**src/rtl/eaddr_pkg.sv**
```systemverilog
package eaddr_pkg;
  typedef enum logic [4:0] {
    AM_ABS      = 5'd0,
    AM_ABS_X    = 5'd1,
    AM_ABS_Y    = 5'd2,
    AM_LONG     = 5'd3,
    AM_LONG_X   = 5'd4,
    AM_DP       = 5'd5,
    AM_DP_X     = 5'd6,
    AM_DP_Y     = 5'd7,
    AM_DP_IND   = 5'd8,
    AM_DP_IND_Y = 5'd9,
    AM_DP_X_IND = 5'd10,
    AM_DP_LIND  = 5'd11,
    AM_DP_LIND_Y= 5'd12,
    AM_J_IND    = 5'd13,
    AM_J_X_IND  = 5'd14,
    AM_J_LIND   = 5'd15,
    AM_SR_IND_Y = 5'd16
  } amode_e;

  localparam int MODE_W = 5;
  localparam int BYTE_W = 8;
endpackage

```
**src/rtl/eaddr_idx_sel.sv**
```systemverilog
module eaddr_idx_sel #(
  parameter int WORD_W   = 16,
  parameter int NARROW_W = 8
) (
  input  logic [WORD_W-1:0] raw,
  input  logic              narrow,
  output logic [WORD_W-1:0] eff
);
  localparam int HI_W = WORD_W - NARROW_W;

  always_comb begin
    if (narrow) eff = {{HI_W{1'b0}}, raw[NARROW_W-1:0]};
    else        eff = raw;
  end
endmodule

```
**src/rtl/eaddr_decode.sv**
```systemverilog
module eaddr_decode
  import eaddr_pkg::*;
#(
  parameter int BANK_W = 8,
  parameter int WORD_W = 16
) (
  input  logic [MODE_W-1:0]        mode,
  input  logic [BANK_W+WORD_W-1:0] operand,
  input  logic [WORD_W-1:0]        dp_reg,
  input  logic [BANK_W-1:0]        dbank,
  input  logic [BANK_W-1:0]        pbank,
  input  logic [WORD_W-1:0]        x_eff,
  input  logic [WORD_W-1:0]        y_eff,
  input  logic [WORD_W-1:0]        sp_reg,
  input  logic                     ctrl_access,
  output logic [BANK_W+WORD_W-1:0] direct_ea,
  output logic                     needs_ptr,
  output logic [BANK_W+WORD_W-1:0] ptr_base,
  output logic                     ptr_long,
  output logic [BANK_W-1:0]        ptr_bank,
  output logic [WORD_W-1:0]        post_idx
);
  localparam int ADDR_W = BANK_W + WORD_W;
  localparam logic [BANK_W-1:0] ZERO_BANK = '0;

  logic [WORD_W-1:0] op_byte, op_word, dp_sum, dp_sum_x, dp_sum_y, sr_sum, jx_sum;
  logic [ADDR_W-1:0] x_wide, y_wide, abs_data;
  logic [BANK_W-1:0] abs_bank;

  always_comb begin
    op_byte  = {{(WORD_W-BYTE_W){1'b0}}, operand[BYTE_W-1:0]};
    op_word  = operand[WORD_W-1:0];
    dp_sum   = dp_reg + op_byte;
    dp_sum_x = dp_sum + x_eff;
    dp_sum_y = dp_sum + y_eff;
    sr_sum   = sp_reg + op_byte;
    jx_sum   = op_word + x_eff;
    x_wide   = {ZERO_BANK, x_eff};
    y_wide   = {ZERO_BANK, y_eff};
    abs_data = {dbank, op_word};
    abs_bank = ctrl_access ? pbank : dbank;
  end

  always_comb begin
    direct_ea = {abs_bank, op_word};
    needs_ptr = 1'b0;
    ptr_base  = '0;
    ptr_long  = 1'b0;
    ptr_bank  = dbank;
    post_idx  = '0;
    case (amode_e'(mode))
      AM_ABS_X:  direct_ea = abs_data + x_wide;
      AM_ABS_Y:  direct_ea = abs_data + y_wide;
      AM_LONG:   direct_ea = operand;
      AM_LONG_X: direct_ea = operand + x_wide;
      AM_DP:     direct_ea = {ZERO_BANK, dp_sum};
      AM_DP_X:   direct_ea = {ZERO_BANK, dp_sum_x};
      AM_DP_Y:   direct_ea = {ZERO_BANK, dp_sum_y};
      AM_DP_IND: begin
        needs_ptr = 1'b1;
        ptr_base  = {ZERO_BANK, dp_sum};
      end
      AM_DP_IND_Y: begin
        needs_ptr = 1'b1;
        ptr_base  = {ZERO_BANK, dp_sum};
        post_idx  = y_eff;
      end
      AM_DP_X_IND: begin
        needs_ptr = 1'b1;
        ptr_base  = {ZERO_BANK, dp_sum_x};
      end
      AM_DP_LIND: begin
        needs_ptr = 1'b1;
        ptr_long  = 1'b1;
        ptr_base  = {ZERO_BANK, dp_sum};
      end
      AM_DP_LIND_Y: begin
        needs_ptr = 1'b1;
        ptr_long  = 1'b1;
        ptr_base  = {ZERO_BANK, dp_sum};
        post_idx  = y_eff;
      end
      AM_J_IND: begin
        needs_ptr = 1'b1;
        ptr_base  = {ZERO_BANK, op_word};
        ptr_bank  = pbank;
      end
      AM_J_X_IND: begin
        needs_ptr = 1'b1;
        ptr_base  = {pbank, jx_sum};
        ptr_bank  = pbank;
      end
      AM_J_LIND: begin
        needs_ptr = 1'b1;
        ptr_long  = 1'b1;
        ptr_base  = {ZERO_BANK, op_word};
      end
      AM_SR_IND_Y: begin
        needs_ptr = 1'b1;
        ptr_base  = {ZERO_BANK, sr_sum};
        post_idx  = y_eff;
      end
      default: direct_ea = {abs_bank, op_word};
    endcase
  end
endmodule

```
**src/rtl/eaddr_ptr_fetch.sv**
```systemverilog
module eaddr_ptr_fetch
  import eaddr_pkg::*;
#(
  parameter int BANK_W = 8,
  parameter int WORD_W = 16
) (
  input  logic                     clk,
  input  logic                     rst_n,
  input  logic                     start,
  input  logic [BANK_W+WORD_W-1:0] base,
  input  logic                     long_ptr,
  input  logic                     rd_ack,
  input  logic [BYTE_W-1:0]        rd_data,
  output logic                     rd_req,
  output logic [BANK_W+WORD_W-1:0] rd_addr,
  output logic                     busy,
  output logic                     last_ack,
  output logic [BANK_W+WORD_W-1:0] ptr_val
);
  localparam int ADDR_W = BANK_W + WORD_W;
  localparam int CNT_W  = 2;

  logic              busy_q, long_q;
  logic [CNT_W-1:0]  cnt_q;
  logic [BANK_W-1:0] bank_q;
  logic [WORD_W-1:0] off_q;
  logic [BYTE_W-1:0] byte0_q, byte1_q;
  logic              last_byte;

  always_comb begin
    busy      = busy_q;
    rd_req    = busy_q;
    rd_addr   = {bank_q, off_q + WORD_W'(cnt_q)};
    last_byte = long_q ? (cnt_q == CNT_W'(2)) : (cnt_q == CNT_W'(1));
    last_ack  = busy_q & rd_ack & last_byte;
    if (long_q) ptr_val = {rd_data, byte1_q, byte0_q};
    else        ptr_val = {{(ADDR_W-2*BYTE_W){1'b0}}, rd_data, byte0_q};
  end

  always_ff @(posedge clk or negedge rst_n) begin
    if (!rst_n) begin
      busy_q  <= 1'b0;
      long_q  <= 1'b0;
      cnt_q   <= '0;
      bank_q  <= '0;
      off_q   <= '0;
      byte0_q <= '0;
      byte1_q <= '0;
    end else if (start) begin
      busy_q <= 1'b1;
      long_q <= long_ptr;
      cnt_q  <= '0;
      bank_q <= base[ADDR_W-1:WORD_W];
      off_q  <= base[WORD_W-1:0];
    end else if (busy_q && rd_ack) begin
      if (last_byte) busy_q <= 1'b0;
      else           cnt_q  <= cnt_q + CNT_W'(1);
      if (cnt_q == CNT_W'(0)) byte0_q <= rd_data;
      if (cnt_q == CNT_W'(1)) byte1_q <= rd_data;
    end
  end
endmodule

```
**src/rtl/eaddr_gen.sv**
```systemverilog
module eaddr_gen
  import eaddr_pkg::*;
#(
  parameter int BANK_W = 8,
  parameter int WORD_W = 16
) (
  input  logic                     clk,
  input  logic                     rst_n,
  input  logic                     req_valid,
  output logic                     req_ready,
  input  logic [4:0]               mode,
  input  logic [BANK_W+WORD_W-1:0] operand,
  input  logic [WORD_W-1:0]        dp_reg,
  input  logic [BANK_W-1:0]        dbank,
  input  logic [BANK_W-1:0]        pbank,
  input  logic [WORD_W-1:0]        x_reg,
  input  logic [WORD_W-1:0]        y_reg,
  input  logic [WORD_W-1:0]        sp_reg,
  input  logic                     idx_narrow,
  input  logic                     ctrl_access,
  output logic                     rd_req,
  output logic [BANK_W+WORD_W-1:0] rd_addr,
  input  logic                     rd_ack,
  input  logic [7:0]               rd_data,
  output logic [BANK_W+WORD_W-1:0] ea,
  output logic                     done
);
  localparam int ADDR_W = BANK_W + WORD_W;
  localparam int N_IDX  = 2;

  logic [WORD_W-1:0] idx_raw [N_IDX];
  logic [WORD_W-1:0] idx_eff [N_IDX];

  assign idx_raw[0] = x_reg;
  assign idx_raw[1] = y_reg;

  for (genvar gi = 0; gi < N_IDX; gi++) begin : g_idx
    eaddr_idx_sel #(.WORD_W(WORD_W), .NARROW_W(BYTE_W)) u_sel (
      .raw    (idx_raw[gi]),
      .narrow (idx_narrow),
      .eff    (idx_eff[gi])
    );
  end

  logic [ADDR_W-1:0] direct_ea, ptr_base, ptr_val, final_ea;
  logic              needs_ptr, ptr_long, busy, last_ack, accept;
  logic [BANK_W-1:0] ptr_bank;
  logic [WORD_W-1:0] post_idx;

  eaddr_decode #(.BANK_W(BANK_W), .WORD_W(WORD_W)) u_dec (
    .mode        (mode),
    .operand     (operand),
    .dp_reg      (dp_reg),
    .dbank       (dbank),
    .pbank       (pbank),
    .x_eff       (idx_eff[0]),
    .y_eff       (idx_eff[1]),
    .sp_reg      (sp_reg),
    .ctrl_access (ctrl_access),
    .direct_ea   (direct_ea),
    .needs_ptr   (needs_ptr),
    .ptr_base    (ptr_base),
    .ptr_long    (ptr_long),
    .ptr_bank    (ptr_bank),
    .post_idx    (post_idx)
  );

  assign req_ready = !busy;
  assign accept    = req_valid && req_ready;

  eaddr_ptr_fetch #(.BANK_W(BANK_W), .WORD_W(WORD_W)) u_fetch (
    .clk      (clk),
    .rst_n    (rst_n),
    .start    (accept && needs_ptr),
    .base     (ptr_base),
    .long_ptr (ptr_long),
    .rd_ack   (rd_ack),
    .rd_data  (rd_data),
    .rd_req   (rd_req),
    .rd_addr  (rd_addr),
    .busy     (busy),
    .last_ack (last_ack),
    .ptr_val  (ptr_val)
  );

  logic              long_q, done_q;
  logic [BANK_W-1:0] bank_q;
  logic [WORD_W-1:0] post_q;
  logic [ADDR_W-1:0] ea_q;

  always_comb begin
    if (long_q) final_ea = ptr_val + {{BANK_W{1'b0}}, post_q};
    else        final_ea = {bank_q, ptr_val[WORD_W-1:0]} + {{BANK_W{1'b0}}, post_q};
  end

  always_ff @(posedge clk or negedge rst_n) begin
    if (!rst_n) begin
      long_q <= 1'b0;
      done_q <= 1'b0;
      bank_q <= '0;
      post_q <= '0;
      ea_q   <= '0;
    end else begin
      done_q <= 1'b0;
      if (accept) begin
        if (needs_ptr) begin
          long_q <= ptr_long;
          bank_q <= ptr_bank;
          post_q <= post_idx;
        end else begin
          ea_q   <= direct_ea;
          done_q <= 1'b1;
        end
      end else if (last_ack) begin
        ea_q   <= final_ea;
        done_q <= 1'b1;
      end
    end
  end

  assign ea   = ea_q;
  assign done = done_q;
endmodule

```
**config.mk**
```make
export PLATFORM = sky130hd
export DESIGN_NAME = eaddr_gen
export DESIGN_NICKNAME = d
export VERILOG_FILES = /design/src/rtl/eaddr_pkg.sv /design/src/rtl/eaddr_idx_sel.sv /design/src/rtl/eaddr_decode.sv /design/src/rtl/eaddr_ptr_fetch.sv /design/src/rtl/eaddr_gen.sv
export SDC_FILE = /design/constraint.sdc
export NUM_CORES = 1
export LEC_CHECK = 0
export BUFFER_PORTS_ARGS = -buffer_cell sky130_fd_sc_hd__buf_4
export CORE_MARGIN = 5
export CORE_UTILIZATION = 55
export DETAILED_ROUTE_END_ITERATION = 7
export PLACE_DENSITY = 0.78
export SETUP_SLACK_MARGIN = 0.02
export SYNTH_ARGS = -nofsm -noshare
export SYNTH_HDL_FRONTEND = slang
export SYNTH_SLANG_ARGS = --single-unit
```
**constraint.sdc**
```tcl
create_clock -name clk -period 4.15 [get_ports clk]
set_input_delay 0.83 -clock clk [delete_from_list [all_inputs] [get_ports clk]]
set_output_delay 0.83 -clock clk [all_outputs]
set_load 0.1 [all_outputs]
```
# Yosys cells after proc, flatten, opt, wreduce, memory -nomap -nowiden
# Index checks and enable logic that the tools add are counted.
# totals
regBits,94
input_bits,123
# classes
n_addsub,12
eq_ne,20
mux,24
bitwise,3
n_reduce_logical,20
# op_table
cell,count
case mux 24 bit (7 select lines),1
adder 24 x 16 -> 24 bit,5
2-to-1 mux 24 bit,5
case mux 24 bit (5 select lines),1
adder 16 bit,3
2-to-1 mux 16 bit,3
"equality test 5 x 4 -> 1 bit, second input constant",8
adder 16 x 8 -> 16 bit,2
"equality test 5 x 3 -> 1 bit, second input constant",4
adder 16 x 2 -> 16 bit,1
2-to-1 mux 8 bit,2
"equality test 5 x 2 -> 1 bit, second input constant",2
2-to-1 mux 1 bit,9
OR reduction 9 bit,1
AND reduction 2 bit,4
2-to-1 mux 2 bit,3
AND reduction 3 bit,2
nonzero test 2 bit,3
OR reduction 3 bit,2
"equality test 5 x 1 -> 1 bit, second input constant",1
"equality test 5 bit, second input constant",1
OR reduction 2 bit,2
OR reduction 4 bit,1
logical AND 1 bit,3
other kinds (9),10

# Logic depth before layout (Yosys ltp)
# depth
depth_word,6
ltp_mapped,20

# Cells and area by module
# A second synthesis with hierarchy kept.
# hier_totals
cells_unflattened,1412
hier_area_um2,11642.4
# modules_own_cells
module,instances,cells_per_inst,area_per_inst_um2,seq_area_each_um2
eaddr_decode,1,865,5939.4,0.0
eaddr_gen,1,348,3279.4,1251.2
eaddr_ptr_fetch,1,167,2203.4,1101.1
eaddr_idx_sel,2,16,110.1,0.0

# Worst setup path before layout
# No wires, ideal clock.
# synth_timing
kind,in2reg
from,in operand[4]
to,reg ea_q[15] (netlist: ea[15])
arrival_time_ns,4.667
path_slack_ns,-0.640
cell_stages,18
n_path_buf,0
cell_sequence,ha_1 > and3_1 > a2111o_1 > a21o_1 > a21oi_1 > xor2_1 > inv_1 > ha_1 > or3_1 > or2_1 > a21oi_1 > nor2_1 > a32oi_1 > a31oi_1 > and4_4 > a2111oi_4 > nor2_1 > o31a_1
# synth_between
elab_chain_cells,5
# synth_rtl
item,line_no,text
from (decl),eaddr_gen.sv:12,"input logic [BANK_W+WORD_W-1:0] operand,"
adder 16 x 8 -> 16 bit,eaddr_decode.sv:33,dp_sum = dp_reg + op_byte;
adder 16 bit (on tied branches),"eaddr_decode.sv:35, eaddr_decode.sv:34",
case mux 24 bit (7 select lines) (*),eaddr_decode.sv:51,case (amode_e'(mode))
2-to-1 mux 24 bit (*),eaddr_gen.sv:106,if (needs_ptr) begin
2-to-1 mux 24 bit (*),eaddr_gen.sv:105,if (accept) begin
to (signal assigned),eaddr_gen.sv:111,ea_q <= direct_ea;
to (signal assigned),eaddr_gen.sv:115,ea_q <= final_ea;
to (decl),eaddr_gen.sv:89,logic [ADDR_W-1:0] ea_q;
# Every way passes the cells marked *; elsewhere a longest branch is shown, timed or not. The select of a mux whose other input is x is not followed.
# A chain may end at the register's enable or synchronous reset.

# Final worst setup path
# Same ends and word-level chain as after synthesis.

==> impl_results.html <==
<table>
<tr><th>Metric</th><th>Value</th></tr>
<tr><th colspan="2">Status</th></tr>
<tr><td>Result of the run</td><td>complete, but fails checks</td></tr>
<tr><td>Violated checks</td><td>negative setup slack</td></tr>
<tr><th colspan="2">Global routing</th></tr>
<tr><td>Maximum number of pins on one net before global-route repair</td><td>81</td></tr>
<tr><td>Total GRT Usage</td><td>35.9%</td></tr>
<tr><td>First-pass GRT wire length</td><td>63,800 um</td></tr>
<tr><td>Via count of the first global-routing pass</td><td>11,700</td></tr>
<tr><td>Antenna violations before repair</td><td>0</td></tr>
<tr><td>Total congestion overflow</td><td>0</td></tr>
<tr><th colspan="2">Synthesis</th></tr>
<tr><td>Seq/Total Area, Yosys</td><td>between 20% and 30%</td></tr>
<tr><td>Top cell type by total area after synthesis</td><td>sky130_fd_sc_hd__dfrtp_1</td></tr>
<tr><td>Commonest cells in the netlist</td><td>sky130_fd_sc_hd__nor2_1, sky130_fd_sc_hd__a21oi_1, sky130_fd_sc_hd__nand2_1, sky130_fd_sc_hd__ha_1, sky130_fd_sc_hd__dfrtp_1</td></tr>
<tr><td>Top-area cell type share of the netlist area</td><td>a little over a fifth</td></tr>
<tr><td>Syn nets</td><td>1,555</td></tr>
<tr><td>Cell variety after synth</td><td>76</td></tr>
<tr><td>Area of the mapped netlist</td><td>between 10,000 and 15,000 um2</td></tr>
<tr><td>Synth area leaders</td><td>sky130_fd_sc_hd__dfrtp_1, sky130_fd_sc_hd__ha_1, sky130_fd_sc_hd__xnor2_1</td></tr>
<tr><td>Xor and xnor area share after synthesis</td><td>11.2%</td></tr>
<tr><td>Cell count after synthesis</td><td>1,327</td></tr>
<tr><td>Post-synth top flop</td><td>sky130_fd_sc_hd__dfrtp_1</td></tr>
<tr><td>Post-synthesis compound-gate area fraction</td><td>27.5%</td></tr>
<tr><td>Ys Warns</td><td>0</td></tr>
<tr><td>Synthesized area per cell</td><td>8.21 um2</td></tr>
<tr><td>Number of enable-type register cells in the synthesized netlist</td><td>0</td></tr>
<tr><td>Most used standard cell by instance count after synthesis</td><td>sky130_fd_sc_hd__nor2_1</td></tr>
<tr><td>Main combinational cell family by area after synthesis</td><td>compound AO/OA/AOI/OAI gates</td></tr>
<tr><td>Post-synthesis async set-or-reset flop share</td><td>100%</td></tr>
<tr><td>Post-synthesis mux area share</td><td>5.94%</td></tr>
<tr><td>Count of state elements after synthesis</td><td>93</td></tr>
<tr><td>Synth Area in Adders</td><td>12.6%</td></tr>
<tr><td>Simple-Gate Fraction of Synth Area</td><td>18.2%</td></tr>
<tr><th colspan="2">Setup path</th></tr>
<tr><td>Worst path max stage delay</td><td>420 ps</td></tr>
<tr><td>Critical path start-end classification</td><td>input pin to flop</td></tr>
<tr><td>Critical Path Start Type</td><td>input pin</td></tr>
<tr><td>Data arrival, critical path</td><td>4520 ps</td></tr>
<tr><td>Setup slack on the worst flop-to-flop path</td><td>650 ps</td></tr>
<tr><td>Library cell contributing the largest single delay on the critical path</td><td>sky130_fd_sc_hd__a2111o_1</td></tr>
<tr><td>Buffer and inverter count on the worst path</td><td>2</td></tr>
<tr><td>Worst Reg-to-Reg Cells</td><td>11</td></tr>
<tr><td>CP max FO</td><td>4</td></tr>
<tr><td>Critical path origin</td><td>operand[4]</td></tr>
<tr><td>Cell Chain, Critical Path</td><td>buf_8 -&gt; ha_4 -&gt; and3_4 -&gt; a2111o_1 -&gt; a21o_1 -&gt; a21oi_2 -&gt; xor2_1 -&gt; inv_1 -&gt; ha_2 -&gt; or3_4 -&gt; or2_4 -&gt; a21oi_4 -&gt; nor2_2 -&gt; a32oi_1 -&gt; a31oi_2 -&gt; and4_4 -&gt; a2111oi_4 -&gt; nor2_1 -&gt; o31a_1</td></tr>
<tr><td>Worst Path Required</td><td>between 4000 and 5000 ps</td></tr>
<tr><td>Worst reg2reg endpoint</td><td>ea[15]</td></tr>
<tr><td>Dominant delay contributor by cell family on the critical path</td><td>compound AO/OA/AOI/OAI gates</td></tr>
<tr><td>Critical path depth in cells</td><td>19</td></tr>
<tr><td>Reg2reg start</td><td>u_fetch.byte0_q[1]</td></tr>
<tr><td>Kind of end point of the critical path</td><td>flop</td></tr>
<tr><th colspan="2">Floorplan</th></tr>
<tr><td>Effective utilization at floorplan</td><td>56.0%</td></tr>
<tr><td>Total Die Area</td><td>~23,000 um2</td></tr>
<tr><td>Number of placement rows</td><td>51</td></tr>
<tr><td>Die Width</td><td>around 150 um</td></tr>
<tr><td>Core area</td><td>just under 20,000 um2</td></tr>
<tr><td>Top-level port count</td><td>about 170</td></tr>
<tr><td>Die height</td><td>between 150 and 200 um</td></tr>
<tr><th colspan="2">CTS</th></tr>
<tr><td>Clock-pin slew reported for the worst setup and hold paths after clock tree synthesis</td><td>80 ps</td></tr>
<tr><td>Clock latency at the later pin of the worst-skew pair</td><td>around 350 ps</td></tr>
<tr><td>CTS max path bufs</td><td>2</td></tr>
<tr><td>Total number of clock tree sinks</td><td>between 90 and 100</td></tr>
<tr><td># hold bufs at CTS</td><td>0</td></tr>
<tr><td>CTS H-tree lvls</td><td>3</td></tr>
<tr><td>CTS tree</td><td>done</td></tr>
<tr><td>Number of clock buffers inserted by TritonCTS</td><td>9</td></tr>
<tr><td>Clock tree root buffer cell</td><td>sky130_fd_sc_hd__clkbuf_16</td></tr>
<tr><th colspan="2">Placement</th></tr>
<tr><td>Placed Instance Area</td><td>13,600 um2</td></tr>
<tr><td>HPWL after DPL</td><td>33,600 um</td></tr>
<tr><td>Final RePlAce weighted congestion</td><td>between 0.9 and 1</td></tr>
<tr><td>Port-buffer cells</td><td>173</td></tr>
<tr><th colspan="2">Power</th></tr>
<tr><td>Peak VDD IR</td><td>0.813 mV</td></tr>
<tr><td>Lkg Pwr</td><td>6.48 nW</td></tr>
<tr><td>Ratio of total power to cell area</td><td>555 nW/um2</td></tr>
<tr><td>Post-route total power</td><td>0.00794 W</td></tr>
<tr><th colspan="2">Routing</th></tr>
<tr><td>Average vias per placed instance</td><td>roughly 6.4</td></tr>
<tr><td>Antenna violation net count after detailed routing</td><td>0</td></tr>
<tr><td>Number of DRC violations after detailed-routing iteration 0</td><td>1,192</td></tr>
<tr><td>Drt total wl</td><td>41,900 um</td></tr>
<tr><td>1st-pass router iterations</td><td>6</td></tr>
<tr><td>Drt wl/cell</td><td>between 20 and 25 um</td></tr>
<tr><td>Vias after detailed routing</td><td>~12,000</td></tr>
<tr><td>DRC errors left</td><td>0</td></tr>
<tr><th colspan="2">STA</th></tr>
<tr><td>Setup ws final</td><td>-121 ps</td></tr>
<tr><td>Worst-case headroom to the max-slew limit</td><td>31.2%</td></tr>
<tr><td>Final Hold Fails</td><td>0</td></tr>
<tr><td>Setup Viol. Count Final</td><td>6</td></tr>
<tr><td>Slew at the pin closest to its max-slew limit</td><td>1030 ps</td></tr>
<tr><td>Min cycle time layout</td><td>4270 ps</td></tr>
<tr><td>Hold_ws</td><td>472 ps</td></tr>
<tr><td>Portion of the clock cycle consumed by the worst path in the final layout</td><td>103%</td></tr>
<tr><td>Count of pins over their slew limit</td><td>0</td></tr>
<tr><td>Final setup skew</td><td>13.5 ps</td></tr>
<tr><td>Setup repair after global routing missed its margin</td><td>true</td></tr>
<tr><td>Highest Clock Rate</td><td>0.234 GHz</td></tr>
<tr><th colspan="2">Worst hold path</th></tr>
<tr><td>Worst min-delay path startpoint</td><td>u_fetch.bank_q[2]</td></tr>
<tr><td>Worst Hold Class</td><td>flop to flop</td></tr>
<tr><td>Number of stages on the worst hold path</td><td>2</td></tr>
<tr><td>Endpoint, Worst Hold</td><td>u_fetch.bank_q[2]</td></tr>
<tr><th colspan="2">Job</th></tr>
<tr><td>Max Cap Violations</td><td>0</td></tr>
<tr><th colspan="2">Cells and area</th></tr>
<tr><td>Antenna diodes</td><td>0</td></tr>
<tr><td>Core utilization of the finished layout</td><td>73.5%</td></tr>
<tr><td>Number of nets in the layout</td><td>1,855</td></tr>
<tr><td>Layout overhead on the synthesized area</td><td>31.3%</td></tr>
<tr><td>Filler cells</td><td>approximately 1,500</td></tr>
<tr><td>Layout cell share with drive strength beyond 1</td><td>28.1%</td></tr>
<tr><td>Design Area, Final</td><td>14,300 um2</td></tr>
</table>
cell families (layout without fill, tap and decap cells):
family	Yosys count	count (layout)
compound gates	437	437
xor+xnor	135	135
fa+ha+maj	105	105
buf+inv	92	397
flops	93	93
mux	61	61
simple gates	404	404
registers in the layout, indices dropped and copies added (netlist names):
signal / flops
bank_q: 8
u_fetch.byte0_q: 8
u_fetch.busy: 1
u_fetch.byte1_q: 8
u_fetch.off_q: 16
post_q: 16
ea: 24
done: 1
long_q: 1
u_fetch.bank_q: 8
u_fetch.cnt_q: 2
worst max path at each step:
stage | endpoint
after floorplan | ea[15]
after global placement | ea[15]
after detailed placement | ea[15]
after CTS | ea[15]
after global routing | ea[15]
final | ea[15]
power by group:
group          total, W  switching (W)  internal [W]
logic           0.00549        0.00363       0.00187
clock network  0.000834       0.000399      0.000435
registers       0.00162       0.000330       0.00129
total           0.00794        0.00436       0.00359
layer usage:
metal | GRT usage (%) | share of wire, % | up-vias
li1 | - | - | 5600
met1 | 49.4 | 41 | 5687
met5 | 0 | 0 | -
met2 | 57.9 | 46 | 707
met4 | 12.6 | 3.6 | 0
met3 | 4.94 | 9.9 | 113
what timing repair did:
item	CTS	global route
resized for setup	16	50
endpoints found under the setup margin	6	18
buffers inserted	4	9
pin swaps	2	23
placed cells by master (no fill, tap or decap), drive strengths merged, types with 18 or more instances in the layout:
cell type  count
a21o          27
a21oi        106
a221oi        35
a31oi         20
buf          339
dfrtp         93
ha            97
inv           45
mux2          29
mux2i         32
nand2        101
nand2b        18
nand3         45
nor2         107
nor2b         30
nor3          19
o21ai         82
xnor2         89
xor2          44
worst register-to-register path, cell delays in order, from the launching register on:
cell and delay, ps:
sky130_fd_sc_hd__dfrtp_1 410, sky130_fd_sc_hd__ha_1 330, sky130_fd_sc_hd__a211oi_1 340, sky130_fd_sc_hd__o21bai_1 160, sky130_fd_sc_hd__o31ai_1 460, sky130_fd_sc_hd__a21boi_1 180, sky130_fd_sc_hd__nor4_1 420, sky130_fd_sc_hd__o21bai_1 150
sky130_fd_sc_hd__xor2_1 210, sky130_fd_sc_hd__a22oi_1 330, sky130_fd_sc_hd__o211ai_1 150, sky130_fd_sc_hd__o31a_1 250
cell type report:
cell class	count	area, um2	area share [%]
multi-input cells	1142	8600	60.1
repair buffers	339	2590	18.1
flip-flops and latches	93	2330	16.3
well taps	265	332	2.32
clock buffers	10	239	1.67
inverters	42	158	1.10
clock inverters	6	55.1	0.385
through the flow:
| step | TNS, ps | setup slack (ps) | cells |
|---|---|---|---|
| 2_1_floorplan | -656 | -224 | 1327 |
| 3_3_place_gp | -4540 | -442 | 1868 |
| 3_5_place_dp | -5750 | -513 | 1868 |
| 4_1_cts | -183 | -83.4 | 1888 |
| 5_1_grt | -1990 | -312 | 1897 |
| 6_report | -436 | -121 | 1897 |
(Power assumes the default switching activity.)
